===== src/rtl/obf_scan_pkg.sv =====
package obf_scan_pkg;

   typedef enum logic [0:0] {
      DECOY_CONST  = 1'b0,
      DECOY_MIRROR = 1'b1
   } decoy_src_e;

   // Constant XOR on the serial output that cancels the inverters seen by
   // both the plain path and the tapped correction terms.
   function automatic logic out_fix(input int unsigned k,
                                    input logic [31:0] taps,
                                    input logic [31:0] inv);
      logic p;
      p = 1'b0;
      for (int unsigned i = 0; i + 1 < k; i++) p ^= inv[5'(i)];
      for (int unsigned j = 0; j + 2 < k; j++)
         if (taps[5'(j)]) p ^= inv[5'(j + 1)];
      return p;
   endfunction

endpackage


===== src/rtl/obf_scan_cell.sv =====
module obf_scan_cell (
   input  logic clk,
   input  logic rst_n,
   input  logic sel_scan,
   input  logic d_func,
   input  logic d_scan,
   output logic q
);
   always_ff @(posedge clk or negedge rst_n) begin
      if (!rst_n) q <= 1'b0;
      else        q <= sel_scan ? d_scan : d_func;
   end
endmodule


===== src/rtl/obf_scan_decoy.sv =====
module obf_scan_decoy import obf_scan_pkg::*; #(
   parameter decoy_src_e MODE      = DECOY_CONST,
   parameter logic       CONST_VAL = 1'b1
) (
   input  logic clk,
   input  logic rst_n,
   input  logic scan_en,
   input  logic scan_d,
   input  logic mirror_d,
   output logic q
);
   logic func_val;
   assign func_val = (MODE == DECOY_MIRROR) ? mirror_d : CONST_VAL;

   obf_scan_cell u_cell (
      .clk(clk), .rst_n(rst_n), .sel_scan(scan_en),
      .d_func(func_val), .d_scan(scan_d), .q(q)
   );

   generate
      if (MODE == DECOY_CONST) begin : g_const_chk
         // a capture loads the fixed constant
         a_r5_decoy_const: assert property (@(posedge clk) disable iff (!rst_n)
            !scan_en |=> q == CONST_VAL);
      end else begin : g_mirror_chk
         // a capture copies the mirrored functional input
         a_r5_decoy_mirror: assert property (@(posedge clk) disable iff (!rst_n)
            !scan_en |=> q == $past(mirror_d));
      end
   endgenerate
endmodule


===== src/rtl/obf_scan_guard.sv =====
module obf_scan_guard #(
   parameter int unsigned SHIFTS = 4
) (
   input  logic clk,
   input  logic rst_n,
   input  logic scan_en,
   output logic locked
);
   localparam int unsigned CW   = (SHIFTS > 1) ? $clog2(SHIFTS) : 1;
   localparam logic [CW-1:0] LAST = CW'(SHIFTS - 1);

   logic [CW-1:0] cnt_q;

   always_ff @(posedge clk or negedge rst_n) begin
      if (!rst_n) begin
         locked <= 1'b1;
         cnt_q  <= '0;
      end else if (locked) begin
         if (!scan_en)           locked <= 1'b0;
         else if (cnt_q == LAST) locked <= 1'b0;
         else                    cnt_q  <= cnt_q + 1'b1;
      end
   end

   // a capture edge always opens the lock
   a_r7_capture_unlocks: assert property (@(posedge clk) disable iff (!rst_n)
      (locked && !scan_en) |=> !locked);

   // only reset can close the lock again
   a_r8_lock_stays_open: assert property (@(posedge clk) disable iff (!rst_n)
      !locked |=> !locked);

   // the lock survives shifts until the flush window is complete
   a_r6_lock_holds: assert property (@(posedge clk) disable iff (!rst_n)
      (locked && scan_en && cnt_q != LAST) |=> locked);
endmodule


===== src/rtl/obf_scan_chain.sv =====
module obf_scan_chain import obf_scan_pkg::*; #(
   parameter int unsigned STAGES          = 3,
   parameter logic [31:0] TAP_MASK        = 32'h1,
   parameter logic [31:0] INV_MASK        = 32'h0,
   parameter decoy_src_e  DECOY_MODE      = DECOY_CONST,
   parameter logic        DECOY_CONST_VAL = 1'b1,
   parameter int unsigned DECOY_SRC       = 0
) (
   input  logic              clk,
   input  logic              rst_n,
   input  logic              scan_en,
   input  logic              scan_in,
   output logic              scan_out,
   input  logic [STAGES-1:0] func_d,
   output logic [STAGES-1:0] func_q
);
   localparam int unsigned    LAT  = STAGES + 1;
   localparam int unsigned    NTAP = STAGES - 2;
   localparam logic [NTAP-1:0] TAPS = TAP_MASK[NTAP-1:0];
   localparam logic           FIX  = out_fix(STAGES, TAP_MASK, INV_MASK);

   // Elaboration-time parameter checks
   generate
      if (STAGES < 3 || STAGES > 32) begin : g_bad_stages
         $error("obf_scan_chain: STAGES must lie in 3..32");
      end
      if ((TAP_MASK >> (STAGES - 2)) != 0) begin : g_bad_taps
         $error("obf_scan_chain: taps allowed only from stages 0..STAGES-3");
      end
      if ((INV_MASK >> (STAGES - 1)) != 0) begin : g_bad_inv
         $error("obf_scan_chain: no inverter allowed in front of the last stage");
      end
      if (DECOY_SRC >= STAGES) begin : g_bad_src
         $error("obf_scan_chain: DECOY_SRC out of range");
      end
   endgenerate

   logic [STAGES-1:0] y;
   logic [STAGES-1:0] shift_d;
   logic              decoy_q;
   logic              net_out;
   logic              locked;

   obf_scan_decoy #(.MODE(DECOY_MODE), .CONST_VAL(DECOY_CONST_VAL)) u_decoy (
      .clk(clk), .rst_n(rst_n), .scan_en(scan_en), .scan_d(scan_in),
      .mirror_d(func_d[DECOY_SRC]), .q(decoy_q)
   );

   generate
      for (genvar i = 0; i < STAGES; i++) begin : g_stage
         if (i == 0) begin : g_head
            assign shift_d[i] = decoy_q ^ INV_MASK[i];
         end else if (i < STAGES - 1) begin : g_mid
            assign shift_d[i] = y[i-1] ^ INV_MASK[i];
         end else begin : g_tail
            assign shift_d[i] = y[i-1] ^ (^(y[NTAP-1:0] & TAPS));
         end
         obf_scan_cell u_cell (
            .clk(clk), .rst_n(rst_n), .sel_scan(scan_en),
            .d_func(func_d[i]), .d_scan(shift_d[i]), .q(y[i])
         );
      end
   endgenerate

   // Output correction: removes the tapped terms and the inverter parity
   assign net_out = y[STAGES-1] ^ (^(y[STAGES-2:1] & TAPS)) ^ FIX;

   obf_scan_guard #(.SHIFTS(LAT)) u_guard (
      .clk(clk), .rst_n(rst_n), .scan_en(scan_en), .locked(locked)
   );

   assign scan_out = locked ? 1'b0 : net_out;
   assign func_q   = y;

   // Shadow delay line for the serial-latency property
   localparam int unsigned RW = $clog2(LAT + 1);
   logic [LAT-1:0] shadow_q;
   logic [RW-1:0]  run_q;

   always_ff @(posedge clk or negedge rst_n) begin
      if (!rst_n) begin
         shadow_q <= '0;
         run_q    <= '0;
      end else if (scan_en) begin
         shadow_q <= {shadow_q[LAT-2:0], scan_in};
         if (run_q != RW'(LAT)) run_q <= run_q + 1'b1;
      end else begin
         run_q <= '0;
      end
   end

   // after a full run of shifts the output equals the delayed input
   a_r1_serial_delay: assert property (@(posedge clk) disable iff (!rst_n)
      (run_q == RW'(LAT) && !locked) |-> scan_out == shadow_q[LAT-1]);

   // a capture edge loads the functional inputs
   a_r2_capture: assert property (@(posedge clk) disable iff (!rst_n)
      !scan_en |=> func_q == $past(func_d));
endmodule


===== config.mk =====
export PLATFORM = sky130hd
export DESIGN_NAME = obf_scan_chain
export DESIGN_NICKNAME = d
export VERILOG_FILES = /design/src/rtl/obf_scan_pkg.sv /design/src/rtl/obf_scan_cell.sv /design/src/rtl/obf_scan_decoy.sv /design/src/rtl/obf_scan_guard.sv /design/src/rtl/obf_scan_chain.sv
export SDC_FILE = /design/constraint.sdc
export NUM_CORES = 1
export LEC_CHECK = 0
export BUFFER_PORTS_ARGS = -buffer_cell sky130_fd_sc_hd__buf_4
export CAP_MARGIN = 5
export CORE_AREA = 4 4 41 43
export CTS_CLUSTER_DIAMETER = 200
export CTS_CLUSTER_SIZE = 8
export DETAILED_ROUTE_END_ITERATION = 7
export DIE_AREA = 0 0 45 47
export PLACE_DENSITY = 0.53
export SETUP_SLACK_MARGIN = 0.4
export SYNTH_ARGS = -nofsm -noshare
export SYNTH_HDL_FRONTEND = slang
export SYNTH_SLANG_ARGS = --single-unit

===== constraint.sdc =====
create_clock -name clk -period 4.1 [get_ports clk]
set_clock_uncertainty 0.2 [all_clocks]
set_input_delay 0.82 -clock clk [delete_from_list [all_inputs] [get_ports clk]]
set_output_delay 0.82 -clock clk [all_outputs]
set_load 0.05 [all_outputs]

Yosys cells after proc, flatten, opt, wreduce, memory -nomap -nowiden
Cells that the tools add are included.
- reductions and logical operators: 1
- bitwise gates (word level): 3
- muxes and demuxes: 8
- $add $sub $neg: 1
- equal/unequal tests: 1
- operators with widths (operator ; count):
    1-bit two-way mux ; 8
    3-bit AND reduction ; 1
    2-bit by 1-bit adder with 2-bit output, second input constant ; 1
    2-bit equality test, second input constant ; 1
    1-bit bitwise XOR ; 2
    1-bit inverter ; 1
- bits of input ports: 7
- bits in registers: 7
- word-level logic and storage cells: 20
- output and inout port bits: 4

Longest topological paths before layout
Gate-level depths: netlist of the first run.
- depth after elaboration: 4
- gate-level depth with buffers: 3

Modules after synthesis
From an unflattened synthesis of the first run, not the netlist that was laid out.
- cells, all modules: 21
- area total of the unflattened synthesis: 329.1 µm²
- by module, submodules not included (module ; instances ; cells an instance ; area an instance (µm²)):
    obf_scan_cell ; 4 ; 2 ; 40.0
    obf_scan_guard ; 1 ; 8 ; 136.4
    obf_scan_chain ; 1 ; 4 ; 28.8
    obf_scan_decoy ; 1 ; 1 ; 3.8

Worst setup path after synthesis of the first run
OpenSTA, ideal clock, no wires.
- kind: register -> output
- from: register g_stage[1].u_cell.q
- to: output scan_out
- data arrival time: 1.167 ns
- buffers on the path: 0
- stages on the path, launching flop included: 3
- slack: 1.913 ns
- cell sequence: dfrtp_1 -> xnor2_1 -> nor2_1
- cells in the longest elaborated chain, start to end: 2
- ends and longest elaborated chain (element ; line ; RTL):
    from (decl) ; obf_scan_cell.sv:7 ; output logic q
    from (signal assigned) ; obf_scan_cell.sv:11 ; else q <= sel_scan ? d_scan : d_func;
    1-bit bitwise XOR ; obf_scan_chain.sv:66 ; assign net_out = y[STAGES-1] ^ (^(y[STAGES-2:1] & TAPS)) ^ FIX;
    1-bit two-way mux ; obf_scan_chain.sv:72 ; assign scan_out = locked ? 1'b0 : net_out;
    to (decl) ; obf_scan_chain.sv:13 ; output logic scan_out,
No other way between the ends.

Final worst setup path of the first run
Same ends and word-level chain as after synthesis.

==> results of run 1 <==
per-layer routing:
layer	part of all wire	vias up	track usage
met5	0	-	0
met4	0	0	0.0702
met1	0.35	91	0.0487
met3	0.11	0	0.0460
li1	-	94	-
met2	0.54	9	0.0847
layout make-up:
class                           count  area (um^2)
Fill cell                         149          893
Sequential cell                     7          176
Clock buffer                        4         26.3
Timing Repair Buffer               10         75.1
Inverter                            1         3.75
Tap cell                           15         18.8
Multi-Input combinational cell     12          108
through the flow:
step | cell area (um^2) | util | hold WS (ns)
floorplan | 310 | - | 0.252
global placement | 382 | 0.293 | 0.264
detailed placement | 382 | 0.293 | 0.271
CTS | 408 | 0.313 | 0.166
global route | 408 | 0.313 | 0.156
finish | 408 | 0.313 | 0.176
worst max-delay path, cell delays in order (launching register included):
cell	delay (ns)
dfrtp_1	0.40
xnor2_1	0.14
nor2_1	0.08
buf_4	0.20
state kept, by name, summed over array words and instances (netlist names):
| name | flops |
|---|---|
| g_stage.u_cell.q | 3 |
| u_guard.cnt_q | 2 |
| u_decoy.u_cell.q | 1 |
| u_guard.locked | 1 |
cell families (layout without fill, tap and decap cells):
family	after synthesis	after routing	synth area share
xor gates and xnor gates	3	3	0.0847
and+or+nand+nor	4	4	0.0847
muxes	3	3	0.121
adders and majority gates	1	1	0.0403
AOI/OAI and AO/OA	1	1	0.0161
buffers and inverters	4	15	0.0847
DFF	7	7	0.569
synthesized netlist by cell type:
cell and count:
mux2_2 2, or2b_1 1, inv_1 1, dfrtp_1 6, ha_1 1, nor2_1 2
buf_4 3, xnor2_1 3, nand3b_2 1, a21oi_1 1, mux2_4 1, dfstp_2 1
placed cells by master (no fill, tap or decap):
master / synthesis / final
ha_1: 1 / 1
dfstp_2: 1 / 1
or2b_1: 1 / 1
clkbuf_4: 0 / 3
inv_1: 1 / 1
a21oi_1: 1 / 1
dfrtp_1: 6 / 6
xnor2_1: 3 / 3
clkbuf_1: 0 / 1
mux2_4: 1 / 1
nor2_1: 2 / 2
buf_4: 3 / 10
nand3b_2: 1 / 1
mux2_2: 2 / 2
worst max-delay path by stage:
stage / end / from / depth (start not counted) / slack, ns
after CTS: scan_out / g_stage[1].u_cell.q / 3 / 1.99
after detailed placement: scan_out / g_stage[1].u_cell.q / 3 / 2.26
after global routing: scan_out / g_stage[1].u_cell.q / 3 / 1.93
final: scan_out / g_stage[1].u_cell.q / 3 / 2.01
after global placement: scan_out / g_stage[1].u_cell.q / 3 / 2.27
after floorplan: scan_out / g_stage[1].u_cell.q / 2 / 1.91
power groups by stage:
stage	clock network [W]	logic [W]	registers [W]
after CTS	0.0000641	0.0000397	0.0000751
after global routing	0.0000695	0.0000412	0.0000753
final	0.0000603	0.0000390	0.0000751
after global placement	0	0.0000393	0.0000761
after detailed placement	0	0.0000396	0.0000762
after floorplan	0	0.0000290	0.0000758
==> flow_results.xml, run 1 <==
<?xml version="1.0" encoding="UTF-8"?>
<metrics>
  <group name="outcome">
    <metric name="outcome" unit="">complete, no violations</metric>
  </group>
  <group name="sta">
    <metric name="max_slew_margin" unit="">0.903</metric>
    <metric name="max_clock_freq" unit="GHz">0.479</metric>
    <metric name="finalCritPeriodShare" unit="">0.509</metric>
    <metric name="final_period_minus_worst_setup_slack" unit="ns">2.09</metric>
    <metric name="setup_repair_after_global_routing_missed_its_margin" unit="">false</metric>
    <metric name="tightest_slew" unit="ns">0.147</metric>
    <metric name="post-route-worst-setup-slack" unit="ns">2.01</metric>
    <metric name="timing.setup.tns" unit="ns">0</metric>
    <metric name="setup_violations" unit="">0</metric>
    <metric name="hold_violations" unit="">0</metric>
    <metric name="timing_max_transition_violations_final" unit="">0</metric>
  </group>
  <group name="job">
    <metric name="max-cap-violations" unit="">0</metric>
  </group>
  <group name="die">
    <metric name="floorplan.core_area" unit="um^2">1300</metric>
    <metric name="initial_core_util" unit="">0.238</metric>
    <metric name="boundaryPins" unit="">11</metric>
    <metric name="die_area" unit="um^2">2120</metric>
    <metric name="fp.dieH" unit="um">47</metric>
    <metric name="core.rowCount" unit="">13</metric>
    <metric name="die_width" unit="um">45</metric>
  </group>
  <group name="power">
    <metric name="power_report.internal_total" unit="W">0.000124</metric>
    <metric name="switchingPower" unit="W">0.0000500</metric>
    <metric name="sequentialPowerShare" unit="">0.431</metric>
    <metric name="netSwitchingFraction" unit="">0.287</metric>
    <metric name="cellLeakagePower" unit="nW">0.202</metric>
    <metric name="power_density" unit="nW/um^2">427</metric>
    <metric name="power.share.clock" unit="">0.346</metric>
    <metric name="comb_power_share" unit="">0.224</metric>
    <metric name="max-vdd-ir-drop" unit="mV">0.126</metric>
    <metric name="overall_power" unit="W">0.000174</metric>
  </group>
  <group name="setup_path">
    <metric name="timing.critical_path.from_type" unit="">flip-flop</metric>
    <metric name="path_class" unit="">reg -&gt; out</metric>
    <metric name="r2r.worst_path.cells" unit="">3</metric>
    <metric name="cp-end-kind" unit="">output pin</metric>
    <metric name="regToRegStartpoint" unit="">u_guard.cnt_q[0]</metric>
    <metric name="worst-r2r-setup-slack" unit="ns">2.64</metric>
    <metric name="worst_ep_arrival_time" unit="ns">1.07</metric>
    <metric name="critical_path_required" unit="ns">3.08</metric>
    <metric name="regToRegEndpoint" unit="">u_guard.cnt_q[1]</metric>
    <metric name="timing.critical_path.fanout_max" unit="">3</metric>
  </group>
  <group name="detailed_routing">
    <metric name="antenna_violating_nets_post_route" unit="">0</metric>
    <metric name="drt_wl_total" unit="um">457</metric>
    <metric name="route.detailed.drc" unit="">0</metric>
    <metric name="drt_pass1_iterations" unit="">1</metric>
    <metric name="routed-via-count" unit="">194</metric>
    <metric name="route.detailed.wl_per_inst" unit="um">9.33</metric>
    <metric name="drtIter0Drc" unit="">0</metric>
    <metric name="viasPerCell" unit="">3.96</metric>
  </group>
  <group name="clock_network">
    <metric name="cts.htree.levels" unit="">1</metric>
    <metric name="postCtsResizedCells" unit="">0</metric>
    <metric name="cts_buffer_depth" unit="">2</metric>
    <metric name="cts_setup_buffers" unit="">0</metric>
    <metric name="clock_tree.root_cell" unit="">clkbuf_4</metric>
    <metric name="cts_hold_repair.buffers" unit="">0</metric>
    <metric name="cts_sinks" unit="">7</metric>
    <metric name="cts-buffers-inserted" unit="">3</metric>
    <metric name="clock_tree_from_tritoncts" unit="">yes</metric>
    <metric name="path_clk_slew" unit="ns">0.05</metric>
    <metric name="worstSkewPairLatency" unit="ns">0.24</metric>
  </group>
  <group name="grt">
    <metric name="first_pass_grt_wire_length" unit="um">786</metric>
    <metric name="grt_antenna_before_repair" unit="">0</metric>
    <metric name="grt_pass1_vias" unit="">210</metric>
    <metric name="largest_net_degree_at_the_start_of_global_routing" unit="">8</metric>
    <metric name="gr-total-overflow" unit="">0</metric>
    <metric name="grt_util_all_layers" unit="">0.0597</metric>
  </group>
  <group name="synthesis">
    <metric name="synth_nets" unit="">31</metric>
    <metric name="yosys_warnings" unit="">0</metric>
    <metric name="synth_cell_type_count" unit="">12</metric>
    <metric name="synth_area_per_cell" unit="um^2">13.5</metric>
    <metric name="synth_register_bits" unit="">7</metric>
    <metric name="synth_largest_area_cell" unit="">dfrtp_1</metric>
    <metric name="postSynthCellCount" unit="">23</metric>
    <metric name="ys_top_cells_by_area" unit="">dfrtp_1 (48%), dfstp_2 (8.5%), xnor2_1 (8.5%)</metric>
    <metric name="synth_top_cell_area_share" unit="">0.484</metric>
    <metric name="syn_area" unit="um^2">310</metric>
    <metric name="synth_sequential_area_ratio" unit="">0.569</metric>
  </group>
  <group name="final_layout">
    <metric name="post_route_cells_drive_above_1_share" unit="">0.529</metric>
    <metric name="layoutNonFillerInstCount" unit="">49</metric>
    <metric name="diodes" unit="">0</metric>
    <metric name="area.growth.synth_to_final" unit="%">31.5</metric>
    <metric name="design.final.nets" unit="">43</metric>
  </group>
  <group name="place">
    <metric name="dpl.hpwl" unit="um">389</metric>
    <metric name="place.gp.congestion" unit="">0.629</metric>
    <metric name="placement.setup.worst_slack" unit="ns">2.26</metric>
    <metric name="io_buffers" unit="">10</metric>
    <metric name="dp_cells" unit="">45</metric>
  </group>
  <group name="min_path">
    <metric name="hold_path_class" unit="">in -&gt; async</metric>
  </group>
</metrics>
No activity file was read; power rests on OpenSTA's default activity.
==> run 2, diff against run 1 <==
- clock period: 4.1 -> 2 ns (I/O delays scaled with it)
==> run 2 against run 1 <==
Global-route usage grew 0.40 points. Worst hold slack got worse by 0.036 ns. Non-clock buffer count is 2 higher. Critical path type unchanged. Final cell count up 4.1%.
==> flow_results.xml, run 2 (synthesis results as in run 1) <==
<?xml version="1.0" encoding="UTF-8"?>
<metrics>
  <group name="final_layout">
    <metric name="layout.cells.most_common" unit="">buf_4</metric>
    <metric name="diodes" unit="">0</metric>
    <metric name="design.final.nets" unit="">45</metric>
    <metric name="multi_input_comb_area" unit="um^2">110</metric>
    <metric name="post_route_cells_drive_above_1_share" unit="">0.556</metric>
    <metric name="register_area" unit="um^2">176</metric>
    <metric name="biggestRegsByFlops" unit="">g_stage.u_cell.q x3, u_guard.cnt_q x2</metric>
    <metric name="most-common-layout-cells" unit="">buf_4 (10), dfrtp_1 (6), xnor2_1 (3), clkbuf_4 (3), mux2_2 (2)</metric>
    <metric name="filler_cell_count" unit="">144</metric>
    <metric name="area.growth.synth_to_final" unit="%">39.1</metric>
    <metric name="finish.utilization" unit="">0.332</metric>
    <metric name="largest_register_ffs" unit="">3</metric>
    <metric name="regMostFlops" unit="">g_stage.u_cell.q</metric>
  </group>
  <group name="clock_network">
    <metric name="clock_tree_from_tritoncts" unit="">yes</metric>
    <metric name="cts_sinks" unit="">7</metric>
    <metric name="cts_buffer_depth" unit="">2</metric>
    <metric name="cts.htree.levels" unit="">1</metric>
    <metric name="cts-buffers-inserted" unit="">3</metric>
    <metric name="worstSkewPairLatency" unit="ns">0.25</metric>
    <metric name="path_clk_slew" unit="ns">0.04</metric>
    <metric name="clock_tree.root_cell" unit="">clkbuf_4</metric>
  </group>
  <group name="die">
    <metric name="floorplan.core_area" unit="um^2">1300</metric>
    <metric name="die_width" unit="um">45</metric>
    <metric name="boundaryPins" unit="">11</metric>
    <metric name="fp.dieH" unit="um">47</metric>
    <metric name="initial_core_util" unit="">0.238</metric>
    <metric name="core.rowCount" unit="">13</metric>
    <metric name="die_area" unit="um^2">2120</metric>
  </group>
  <group name="power">
    <metric name="power_density" unit="nW/um^2">851</metric>
    <metric name="max-vdd-ir-drop" unit="mV">0.473</metric>
    <metric name="cellLeakagePower" unit="nW">0.212</metric>
  </group>
  <group name="setup_path">
    <metric name="timing.critical_path.from_type" unit="">flip-flop</metric>
    <metric name="critical_path_required" unit="ns">1.40</metric>
    <metric name="cp-end-kind" unit="">output pin</metric>
    <metric name="path_class" unit="">reg -&gt; out</metric>
    <metric name="worst_ep_arrival_time" unit="ns">1.03</metric>
    <metric name="timing.critical_path.fanout_max" unit="">2</metric>
  </group>
  <group name="grt">
    <metric name="gr-usage-met2" unit="">0.0876</metric>
    <metric name="grt_util_all_layers" unit="">0.0637</metric>
    <metric name="grtUsageMet1" unit="">0.0558</metric>
    <metric name="first_pass_grt_wire_length" unit="um">821</metric>
    <metric name="largest_net_degree_at_the_start_of_global_routing" unit="">8</metric>
    <metric name="globalRouteMet3Util" unit="">0.0498</metric>
    <metric name="gr-total-overflow" unit="">0</metric>
    <metric name="grt_antenna_before_repair" unit="">0</metric>
    <metric name="grt_pass1_vias" unit="">201</metric>
    <metric name="gr-max-usage-layer" unit="">met2</metric>
  </group>
  <group name="sta">
    <metric name="max_slew_margin" unit="">0.883</metric>
    <metric name="finalHoldWorstSlack" unit="ns">0.140</metric>
    <metric name="final_period_minus_worst_setup_slack" unit="ns">1.63</metric>
    <metric name="tightest_slew" unit="ns">0.174</metric>
    <metric name="finalCritPeriodShare" unit="">0.815</metric>
    <metric name="setup_violations" unit="">0</metric>
    <metric name="timing.setup.tns" unit="ns">0</metric>
    <metric name="max_clock_freq" unit="GHz">0.613</metric>
    <metric name="hold_violations" unit="">0</metric>
    <metric name="setup_repair_after_global_routing_missed_its_margin" unit="">true</metric>
    <metric name="post-route-worst-setup-slack" unit="ns">0.370</metric>
    <metric name="timing_max_transition_violations_final" unit="">0</metric>
  </group>
  <group name="detailed_routing">
    <metric name="route.detailed.drc" unit="">0</metric>
    <metric name="antenna_violating_nets_post_route" unit="">0</metric>
    <metric name="route.detailed.wl_per_inst" unit="um">10.3</metric>
    <metric name="drt_pass1_iterations" unit="">1</metric>
    <metric name="drt_wl_total" unit="um">527</metric>
    <metric name="routed-via-count" unit="">208</metric>
    <metric name="viasPerCell" unit="">4.08</metric>
    <metric name="drtIter0Drc" unit="">0</metric>
  </group>
  <group name="place">
    <metric name="io_buffers" unit="">10</metric>
    <metric name="placement.setup.worst_slack" unit="ns">0.533</metric>
    <metric name="place.gp.congestion" unit="">0.633</metric>
    <metric name="dpl.hpwl" unit="um">412</metric>
  </group>
  <group name="job">
    <metric name="max-cap-violations" unit="">0</metric>
  </group>
  <group name="min_path">
    <metric name="hold_path_class" unit="">in -&gt; reg</metric>
  </group>
  <group name="outcome">
    <metric name="outcome" unit="">complete, no violations</metric>
  </group>
</metrics>
## run 2: changes by cell type in the layout (fill, tap and decap cells not counted), sizes merged
| cell | change |
|---|---|
| dlygate4sd3 | +1 |
| buf | +1 |
## run 2: path summary, 6_finish.rpt
kind,start,to,slack [ns],cells past startpoint
setup / recovery,g_stage[1].u_cell.q,scan_out,0.37,3
hold / removal,scan_in,u_decoy.u_cell.q,0.14,2
setup reg to reg,u_guard.cnt_q[0],u_guard.cnt_q[1],0.55,3
hold reg to reg,u_decoy.u_cell.q,g_stage[0].u_cell.q,0.28,1
max in group asynchronous,rst_n,u_guard.locked,1.10,2
min in group asynchronous,rst_n,u_guard.cnt_q[1],0.30,2
## run 2: worst max-delay path, cell delays in order, from the launching register on
cell	delay, ns
dfrtp_1	0.39
xnor2_1	0.14
nor2_2	0.09
buf_6	0.16
## run 2: area by class of cell
cell class	count	share of cell area
Tap cell	15	0.0435
Sequential cell	7	0.409
Timing Repair Buffer	12	0.223
Inverter	1	0.00870
Multi-Input combinational cell	12	0.255
Clock buffer	4	0.0609
## run 2: where the power goes
group	switching, W	total, W	internal [W]
Clock	0.0000480	0.000124	0.0000758
Combinational	0.0000531	0.0000899	0.0000368
Sequential	0.00000458	0.000153	0.000149
## run 2: per-stage QoR
stage | power (W) | area [um^2] | std cells
floorplan | 0.000216 | 313 | 23
global placement | 0.000238 | 384 | 45
detailed placement | 0.000239 | 384 | 45
CTS | 0.000379 | 432 | 51
global route | 0.000389 | 432 | 51
finish | 0.000367 | 432 | 51
## run 2: metal layers
layer | part of all wire | vias up | wire length [um]
met2 | 0.51 | 7 | 271
met1 | 0.37 | 100 | 194
li1 | - | 99 | -
met5 | 0 | - | 0
met3 | 0.097 | 2 | 51
met4 | 0.019 | 0 | 10
## run 2: timing repair
action                                  CTS  global route
endpoints found under the setup margin    1             1
hold endpoints to repair                  7             0
setup buffers                             1             0
hold buffers                              1             0
pin swaps                                 1             0
gates resized for setup                   1             0
==> run 3, diff against run 2 <==
- PLACE_DENSITY: 0.53 -> 0.55
- clock period: 2 -> 1.4 ns (I/O delays scaled with it)
==> run 3 against run 2 <==
The run now ends with setup timing left. Critical path depth did not move. Sequential cell count did not move. Total power rose by 54%. Sequential power rose by 44%. Final cell count rose by 12%. First-iteration DRC count rose by 2. Die area did not move. Wire length rose by 6.8%. Cell area rose by 27%.
==> flow_results.xml, run 3 (synthesis results as in run 1) <==
<?xml version="1.0" encoding="UTF-8"?>
<metrics>
  <group name="final_layout">
    <metric name="layout.cells.most_common" unit="">buf_4</metric>
    <metric name="multi_input_comb_area" unit="um^2">153</metric>
    <metric name="post_route_cells_drive_above_1_share" unit="">0.738</metric>
    <metric name="filler_cell_count" unit="">136</metric>
    <metric name="area.growth.synth_to_final" unit="%">77.0</metric>
    <metric name="largest_register_ffs" unit="">3</metric>
    <metric name="regMostFlops" unit="">g_stage.u_cell.q</metric>
    <metric name="most-common-layout-cells" unit="">buf_4 (9), buf_6 (7), dfrtp_1 (6), xnor2_2 (3), clkbuf_4 (3)</metric>
    <metric name="fin_area" unit="um^2">549</metric>
    <metric name="design.final.nets" unit="">51</metric>
    <metric name="biggestRegsByFlops" unit="">g_stage.u_cell.q x3, u_guard.cnt_q x2</metric>
    <metric name="diodes" unit="">0</metric>
    <metric name="register_area" unit="um^2">176</metric>
  </group>
  <group name="detailed_routing">
    <metric name="drt_wl_total" unit="um">563</metric>
    <metric name="route.detailed.drc" unit="">0</metric>
    <metric name="viasPerCell" unit="">3.89</metric>
    <metric name="routed-wl-met2" unit="um">259</metric>
    <metric name="drt-met1-wl" unit="um">236</metric>
    <metric name="antenna_violating_nets_post_route" unit="">0</metric>
    <metric name="drtIter0Drc" unit="">2</metric>
    <metric name="highest_layer" unit="">met3</metric>
    <metric name="routed-via-count" unit="">222</metric>
    <metric name="drt_pass1_iterations" unit="">4</metric>
    <metric name="route.detailed.wl_per_inst" unit="um">9.88</metric>
    <metric name="routed-wl-met3" unit="um">67</metric>
  </group>
  <group name="die">
    <metric name="fp.dieH" unit="um">47</metric>
    <metric name="floorplan.core_area" unit="um^2">1300</metric>
    <metric name="die_width" unit="um">45</metric>
    <metric name="boundaryPins" unit="">11</metric>
    <metric name="die_area" unit="um^2">2120</metric>
    <metric name="initial_core_util" unit="">0.238</metric>
    <metric name="core.rowCount" unit="">13</metric>
  </group>
  <group name="power">
    <metric name="switchingPower" unit="W">0.000164</metric>
    <metric name="max-vdd-ir-drop" unit="mV">0.522</metric>
    <metric name="power_density" unit="nW/um^2">1030</metric>
    <metric name="comb_power_share" unit="">0.293</metric>
    <metric name="power_report.internal_total" unit="W">0.000401</metric>
    <metric name="sequentialPowerShare" unit="">0.391</metric>
    <metric name="netSwitchingFraction" unit="">0.291</metric>
    <metric name="overall_power" unit="W">0.000566</metric>
    <metric name="power.share.clock" unit="">0.316</metric>
    <metric name="cellLeakagePower" unit="nW">0.293</metric>
  </group>
  <group name="clock_network">
    <metric name="clock_tree_from_tritoncts" unit="">yes</metric>
    <metric name="clock_tree.root_cell" unit="">clkbuf_4</metric>
    <metric name="worstSkewPairLatency" unit="ns">0.24</metric>
    <metric name="cts_sinks" unit="">7</metric>
    <metric name="cts-buffers-inserted" unit="">3</metric>
    <metric name="cts.htree.levels" unit="">1</metric>
    <metric name="cts_buffer_depth" unit="">2</metric>
    <metric name="path_clk_slew" unit="ns">0.05</metric>
  </group>
  <group name="min_path">
    <metric name="hold_path_class" unit="">in -&gt; reg</metric>
    <metric name="hold-path-cell-count" unit="">2</metric>
  </group>
  <group name="sta">
    <metric name="finalHoldWorstSlack" unit="ns">0.0207</metric>
    <metric name="timing_max_transition_violations_final" unit="">0</metric>
    <metric name="final_period_minus_worst_setup_slack" unit="ns">1.54</metric>
    <metric name="setup_repair_after_global_routing_missed_its_margin" unit="">true</metric>
    <metric name="finalCritPeriodShare" unit="">1.10</metric>
    <metric name="tightest_slew" unit="ns">0.187</metric>
    <metric name="post-route-worst-setup-slack" unit="ns">-0.135</metric>
    <metric name="hold_violations" unit="">0</metric>
    <metric name="setup_violations" unit="">3</metric>
    <metric name="max_clock_freq" unit="GHz">0.651</metric>
    <metric name="max_slew_margin" unit="">0.875</metric>
    <metric name="timing.setup.tns" unit="ns">-0.168</metric>
  </group>
  <group name="place">
    <metric name="io_buffers" unit="">10</metric>
    <metric name="place.gp.congestion" unit="">0.650</metric>
    <metric name="detailed_place.area" unit="um^2">408</metric>
  </group>
  <group name="grt">
    <metric name="grt_pass1_vias" unit="">227</metric>
    <metric name="first_pass_grt_wire_length" unit="um">903</metric>
    <metric name="largest_net_degree_at_the_start_of_global_routing" unit="">8</metric>
    <metric name="grt_antenna_before_repair" unit="">0</metric>
    <metric name="grt_util_all_layers" unit="">0.0637</metric>
    <metric name="gr-total-overflow" unit="">0</metric>
  </group>
  <group name="setup_path">
    <metric name="r2r.worst_path.cells" unit="">3</metric>
    <metric name="timing.critical_path.fanout_max" unit="">2</metric>
    <metric name="timing.critical_path.from_type" unit="">flip-flop</metric>
    <metric name="cp-end-kind" unit="">output pin</metric>
    <metric name="path_class" unit="">reg -&gt; out</metric>
    <metric name="critical_path_required" unit="ns">0.92</metric>
    <metric name="worst_ep_arrival_time" unit="ns">1.06</metric>
    <metric name="worst-r2r-setup-slack" unit="ns">0.05</metric>
  </group>
  <group name="outcome">
    <metric name="violated_checks" unit="">setup timing</metric>
    <metric name="outcome" unit="">finished with violations</metric>
  </group>
  <group name="job">
    <metric name="max-cap-violations" unit="">0</metric>
  </group>
</metrics>
run 3: power groups by stage:
stage | Sequential, W | Combinational [W] | Clock, W
2_1_floorplan | 0.000223 | 0.0000942 | 0
3_3_place_gp | 0.000222 | 0.000126 | 0
3_5_place_dp | 0.000222 | 0.000128 | 0
4_1_cts | 0.000221 | 0.000158 | 0.000185
5_1_grt | 0.000222 | 0.000174 | 0.000200
6_report | 0.000221 | 0.000166 | 0.000179
run 3: stage by stage:
stage	worst slack, ns	util	instances
2_1_floorplan	0.0947	-	23
3_3_place_gp	0.0672	0.313	46
3_5_place_dp	0.0496	0.313	46
4_1_cts	-0.142	0.388	54
5_1_grt	-0.175	0.422	57
6_report	-0.135	0.422	57
run 3: repair_timing:
action / CTS / global route
setup endpoints to repair: 8 / 9
pin swaps: 3 / 1
hold buffers: 1 / 0
endpoints found under the hold margin: 7 / 0
buffers inserted: 3 / 3
gates resized for setup: 9 / 5
run 3: final cells by class:
class	instances	share of cell area
repair buffers	18	0.312
clock buffers	4	0.0478
well taps	15	0.0342
inverters	1	0.00683
flip-flops and latches	7	0.321
multi-input cells	12	0.278
run 3: final timing paths:
kind,endpoint,start
min in group asynchronous,u_guard.cnt_q[1],rst_n
worst min register to register,g_stage[0].u_cell.q,u_decoy.u_cell.q
max in group asynchronous,u_guard.locked,rst_n
worst max-delay path,scan_out,g_stage[2].u_cell.q
worst min-delay path,u_decoy.u_cell.q,scan_in
worst max register to register,u_guard.cnt_q[1],u_guard.cnt_q[1]
run 3: critical path: stages (launching register included):
cell and delay [ns]:
dfrtp_1 0.41, xnor2_2 0.16, nor2_4 0.08, buf_6 0.16
run 3: layer usage:
metal | GRT usage | vias to the layer above
li1 | - | 109
met1 | 0.0793 | 104
met4 | 0.0526 | 0
met5 | 0 | -
met3 | 0.0230 | 0
met2 | 0.0876 | 9
